===== config.mk =====
export PLATFORM = sky130hd
export DESIGN_NAME = resv_monitor
export DESIGN_NICKNAME = d
export VERILOG_FILES = /design/src/rtl/resv_monitor.sv
export SDC_FILE = /design/constraint.sdc
export NUM_CORES = 1
export LEC_CHECK = 0
export ABC_AREA = 1
export BUFFER_PORTS_ARGS = -buffer_cell sky130_fd_sc_hd__buf_2
export CAP_MARGIN = 40
export CORE_MARGIN = 10
export CORE_UTILIZATION = 40
export DETAILED_ROUTE_END_ITERATION = 7
export PLACE_DENSITY_LB_ADDON = 0.12
export RECOVER_POWER = 25
export SKIP_LAST_GASP = 1
export SLEW_MARGIN = 40
export SYNTH_ARGS = -nofsm -noshare
export SYNTH_HDL_FRONTEND = slang
export SYNTH_SLANG_ARGS = --single-unit

===== constraint.sdc =====
create_clock -name clk -period 3.9 [get_ports clk]
set_clock_uncertainty 0.2 [all_clocks]
set_input_delay 0.585 -clock clk [delete_from_list [all_inputs] [get_ports clk]]
set_output_delay 0.585 -clock clk [all_outputs]
set_load 0.02 [all_outputs]

===== src/rtl/resv_monitor.sv =====
`timescale 1ns/1ps
module resv_monitor #(
  parameter int NCTX        = 4,
  parameter int AW          = 32,
  parameter int GRAN_BITS   = 4,
  parameter int WARN_PERIOD = 100000,
  localparam int CTXW = (NCTX > 1) ? $clog2(NCTX) : 1,
  localparam int CW   = (WARN_PERIOD > 1) ? $clog2(WARN_PERIOD) : 1
) (
  input  logic            clk,
  input  logic            rst,
  input  logic            req_valid,
  input  logic [CTXW-1:0] req_ctx,
  input  logic [1:0]      req_kind,
  input  logic            req_uncached,
  input  logic [AW-1:0]   req_addr,
  output logic            res_valid,
  output logic [1:0]      res_code,
  output logic            wr_grant,
  output logic            warn,
  output logic [CTXW-1:0] warn_ctx
);
  localparam logic [1:0] K_LD = 2'd0, K_LL = 2'd1, K_ST = 2'd2, K_SC = 2'd3;

  logic [AW-1:0]   rsv_addr [NCTX];
  logic [NCTX-1:0] rsv_flag;
  logic [CW-1:0]   fail_cnt [NCTX];

  logic [NCTX-1:0] gran_hit;
  for (genvar g = 0; g < NCTX; g++) begin : g_cmp
    assign gran_hit[g] = rsv_addr[g][AW-1:GRAN_BITS] == req_addr[AW-1:GRAN_BITS];
  end

  wire is_sc    = req_valid && req_kind == K_SC;
  wire own_ok   = rsv_flag[req_ctx] && gran_hit[req_ctx];
  wire sc_pass  = is_sc && !req_uncached && own_ok;
  wire sc_fail  = is_sc && !req_uncached && !own_ok;
  wire sc_unc   = is_sc && req_uncached;
  wire do_write = (req_valid && req_kind == K_ST) || sc_pass || sc_unc;
  wire cnt_wrap = fail_cnt[req_ctx] == CW'(WARN_PERIOD - 1);

  always_ff @(posedge clk) begin
    if (rst) begin
      rsv_flag  <= '0;
      res_valid <= 1'b0;
      res_code  <= 2'd0;
      wr_grant  <= 1'b0;
      warn      <= 1'b0;
      warn_ctx  <= '0;
      for (int i = 0; i < NCTX; i++) begin
        rsv_addr[i] <= '0;
        fail_cnt[i] <= '0;
      end
    end else begin
      res_valid <= is_sc;
      res_code  <= sc_unc ? 2'd2 : (sc_pass ? 2'd1 : 2'd0);
      wr_grant  <= do_write;
      warn      <= sc_fail && cnt_wrap;
      warn_ctx  <= req_ctx;
      if (do_write)
        for (int i = 0; i < NCTX; i++)
          if (gran_hit[i]) rsv_flag[i] <= 1'b0;
      if (req_valid && req_kind == K_LL) begin
        rsv_addr[req_ctx] <= req_addr;
        rsv_flag[req_ctx] <= 1'b1;
      end
      if (sc_fail) begin
        rsv_flag[req_ctx] <= 1'b0;
        fail_cnt[req_ctx] <= cnt_wrap ? '0 : fail_cnt[req_ctx] + 1'b1;
      end
      if (sc_pass || sc_unc) fail_cnt[req_ctx] <= '0;
    end
  end

  logic armed, seen;
  always_ff @(posedge clk) begin
    seen  <= 1'b1;
    armed <= !rst;
  end

  p_ll_sets_r1: assert property (@(posedge clk) disable iff (rst || !armed)
    $past(req_valid && req_kind == K_LL) |-> rsv_flag[$past(req_ctx)]);
  p_code_legal_r3: assert property (@(posedge clk) disable iff (rst || !armed)
    res_valid |-> res_code != 2'd3);
  p_res_from_sc_r3: assert property (@(posedge clk) disable iff (rst || !armed)
    res_valid |-> $past(req_valid && req_kind == K_SC));
  p_fail_no_write_r4: assert property (@(posedge clk) disable iff (rst || !armed)
    (res_valid && res_code == 2'd0) |-> !wr_grant);
  p_unc_writes_r5: assert property (@(posedge clk) disable iff (rst || !armed)
    (res_valid && res_code == 2'd2) |-> wr_grant);
  p_grant_src_r6: assert property (@(posedge clk) disable iff (rst || !armed)
    wr_grant |-> $past(req_valid && req_kind[1]));
  p_load_inert_r8: assert property (@(posedge clk) disable iff (rst || !armed)
    $past(req_valid && req_kind == K_LD) |-> rsv_flag == $past(rsv_flag));
  p_warn_on_fail_r9: assert property (@(posedge clk) disable iff (rst || !armed)
    warn |-> (res_valid && res_code == 2'd0));
  p_reset_clears_r10: assert property (@(posedge clk) disable iff (!seen)
    $past(rst) |-> (rsv_flag == '0 && !res_valid && !wr_grant && !warn));
endmodule


==> run_results.csv <==
group,metric,value,unit
worst_hold_path,min_path_type,"in -> reg",
layout,multiInputGateArea,3420,sq um
synthesis,synth_top_area_share,0.556,
layout,insertedDiodeCount,0,
layout,synthToLayoutAreaGrowth,11.7,%
synthesis,ys_warn_count,0,
placed_design,place.gp.congestion,0.896,
power,p_sw,1.18,mW
global_route,overflow,0,
worst_setup_path,worstSetupPathType,"in -> reg",
synthesis,seq_area_frac_synth,0.578,
synthesis,synth.most_common_cell,"nor2_1",
timing,fin_crit_sh,0.770,
job,maxCapViolations,2,
power,comb_power_share,0.098,
status,violations,"capacitance limit, slew limit",
synthesis,synth.avg_cell_area,9.23,sq um
timing,worst_pin_slew,1.87,ns
synthesis,yosys.area.top_type,"edfxtp_1",
routing,drt-total-wl,22400,um
routing,drt-wirelength-per-cell,15.6,um
clock_tree,cts_inserted_buffers,17,
power,intPower,3.34,mW
synthesis,ys_ff_latch,191,
timing,setup_viol,0,
placed_design,port_buffers,42,
layout,final_net_count,1140,
routing,drc,0,
clock_tree,post-cts-setup-buffers,0,
routing,num_vias,6660,
floorplan,die_x,176,um
timing,min_period,3.00,ns
clock_tree,ctsResizeCount,0,
synthesis,synth_nets,1095,
global_route,grt_pass1_vias,6625,
global_route,track_usage,0.148,
timing,fmax,0.333,GHz
floorplan,chipHeight,176,um
power,power_frac_seq,0.526,
timing,whs,0.241,ns
routing,firstDrtPassIters,4,
floorplan,std_cell_rows,57,
worst_setup_path,cpMaxStageDelayCell,"inv_1",
power,power_density,416,nW/um^2
clock_tree,cts_hold_buf,0,
global_route,grt_antenna_before_repair,0,
layout,seqCellArea,5630,sq um
worst_setup_path,critPathMaxFanout,14,
synthesis,ys.flop_type,"edfxtp_1",
power,clockPowerShare,0.376,
clock_tree,clk_path_buf_depth,2,
clock_tree,cts_tree,"yes",
worst_setup_path,endpoint_kind,"register",
worst_setup_path,cp-start-kind,"input port",
timing,hold_viol_final,0,
floorplan,die-area,31000,sq um
worst_setup_path,cpPeakStageDelay,0.45,ns
worst_setup_path,cp.required,3.98,ns
floorplan,coreArea,24100,sq um
layout,drive_gt1_frac,0.131,
clock_tree,root_buffer,"clkbuf_16",
worst_setup_path,crit_chain,"clkbuf_1, inv_1, nand2_1, inv_1, a22oi_1, nand2_1, ha_1, nand2_1, inv_1, nand2_1, nor3_1, nand2_1, nand2_1, nand4_1, nor2_1",
synthesis,ys_async_sr_fraction,0,
synthesis,synth_edf_count,180,
floorplan,io_pins,47,
layout,fillers,2372,
power,p_sw_frac,0.261,
timing,rsz0062_at_grt,"no",
synthesis,synthTopCellsByArea,"edfxtp_1 56%, nor2_1 9.6%, nand2_1 9.4%, xnor2_1 4.5%, inv_1 3.9%",
placed_design,place_area,10300,sq um
worst_setup_path,cp_common_cell,"nand2_1",
placed_design,hpwl,15100,um
power,worst_ir_drop_vdd,0.000310,V
timing,fin_setup_tns,0,ns
status,outcome,"complete, but fails checks",
synthesis,syn_inst,1054,
layout,postLayoutCellArea,10900,sq um
synthesis,synth_cell_types,43,
power,power_leakage,4.47,nW
synthesis,syn_area,9730,sq um
synthesis,netlist_top_cells_count,"250 x nor2_1, 243 x nand2_1, 180 x edfxtp_1",
clock_tree,clk_pin_slew_worst_paths,0.07,ns
worst_setup_path,worst_ep_arrival_time,3.09,ns
clock_tree,worst_skew_pair.late_latency,0.44,ns
floorplan,start_util,0.404,
global_route,grt_pass1_wl,35500,um
routing,drtAntennaViolNets,0,
timing,slew_violations,63,
timing,slew_headroom,-0.249,
routing,viasPerCell,4.64,
global_route,grt_max_degree,35,
clock_tree,cts_max_level,4,
routing,drt-initial-drc-count,367,
clock_tree,clock-sinks,191,
-- layout by cell type (no fill, tap or decap), drive strengths merged --
| master | netlist | final |
|---|---|---|
| a21boi | 1 | 1 |
| nor3 | 16 | 16 |
| xnor2 | 50 | 50 |
| o22ai | 1 | 1 |
| edfxtp | 180 | 180 |
| buf | 22 | 49 |
| o221ai | 1 | 1 |
| nor2 | 256 | 256 |
| ha | 1 | 1 |
| nand4 | 12 | 12 |
| o21ai | 7 | 7 |
| a21oi | 1 | 1 |
| nand2 | 250 | 250 |
| dfxtp | 11 | 11 |
| clkinvlp | 0 | 3 |
| nand3b | 1 | 1 |
| xor2 | 33 | 33 |
| a31oi | 1 | 1 |
| nor4 | 3 | 3 |
| inv | 129 | 138 |
| and3 | 2 | 2 |
| o211ai | 1 | 1 |
| nand3 | 44 | 44 |
| a22oi | 13 | 13 |
| clkbuf | 14 | 30 |
| or2 | 2 | 2 |
| clkinv | 2 | 5 |
-- power by group through the flow --
| stage | clock network (mW) | logic, mW | registers [mW] |
|---|---|---|---|
| global route | 1.82 | 0.500 | 2.39 |
| finish | 1.70 | 0.443 | 2.38 |
| global placement | 0 | 0.448 | 2.43 |
| floorplan | 0 | 0.312 | 2.42 |
| detailed placement | 0 | 0.451 | 2.43 |
| CTS | 1.73 | 0.452 | 2.38 |
-- state kept, by name, summed over array words and instances (netlist names) --
name and cells:
rsv_addr 112, res_valid 1, wr_grant 1, warn 1, fail_cnt 68, res_code 2
warn_ctx 2, rsv_flag 4
-- final cells by class --
cell class	count	area share
Multi-Input combinational cell	696	0.315
Clock buffer	17	0.0391
Clock inverter	15	0.0131
Sequential cell	191	0.518
Timing Repair Buffer	62	0.0321
Tap cell	324	0.0373
Inverter	131	0.0458
-- routing by layer --
| layer | track usage | wire length, um |
|---|---|---|
| met5 | 0 | 0 |
| met2 | 0.267 | 11300 |
| met1 | 0.177 | 10100 |
| met3 | 0.0258 | 647 |
| met4 | 0.0392 | 265 |
-- stage by stage --
stage,power (mW),cells,util,setup WS (ns)
after global placement,2.87,1404,0.428,0.689
after CTS,4.57,1436,0.452,1.12
after global routing,4.72,1436,0.451,0.563
after detailed placement,2.88,1404,0.428,0.670
after floorplan,2.74,1054,-,1.36
final,4.52,1436,0.451,0.895
-- logic make-up (layout without fill, tap and decap cells) --
| group | after synthesis | after routing | share of synthesized area |
|---|---|---|---|
| simple gates | 586 | 586 | 0.256 |
| flops | 191 | 191 | 0.578 |
| buf+inv | 167 | 225 | 0.0697 |
| xor+xnor | 83 | 83 | 0.0747 |
| compound gates | 26 | 26 | 0.0194 |
| fa+ha+maj | 1 | 1 | 0.00129 |
-- worst paths after layout --
path | from | endpoint | slack, ns | cells after the start
worst min-delay path | rst | warn_ctx[0]$_SDFF_PP0_ | 0.24 | 2
worst max register to register | rsv_addr[1][29]$_SDFFCE_PN0P_ | fail_cnt[0][16]$_SDFFCE_PN0P_ | 1.23 | 12
worst max-delay path | req_ctx[0] | fail_cnt[0][16]$_SDFFCE_PN0P_ | 0.90 | 15
worst min register to register | rsv_flag[2]$_SDFF_PP0_ | rsv_flag[2]$_SDFF_PP0_ | 0.38 | 4
-- worst max-delay path: cells and delay by family --
| family | cells | cell delay, ns |
|---|---|---|
| AO/OA/AOI/OAI | 1 | 0.14 |
| adder cells (fa/ha/maj) | 1 | 0.24 |
| AND/OR/NAND/NOR | 9 | 1.34 |
| buffers and inverters | 4 | 0.79 |
No activity file was read; power rests on OpenSTA's default activity.
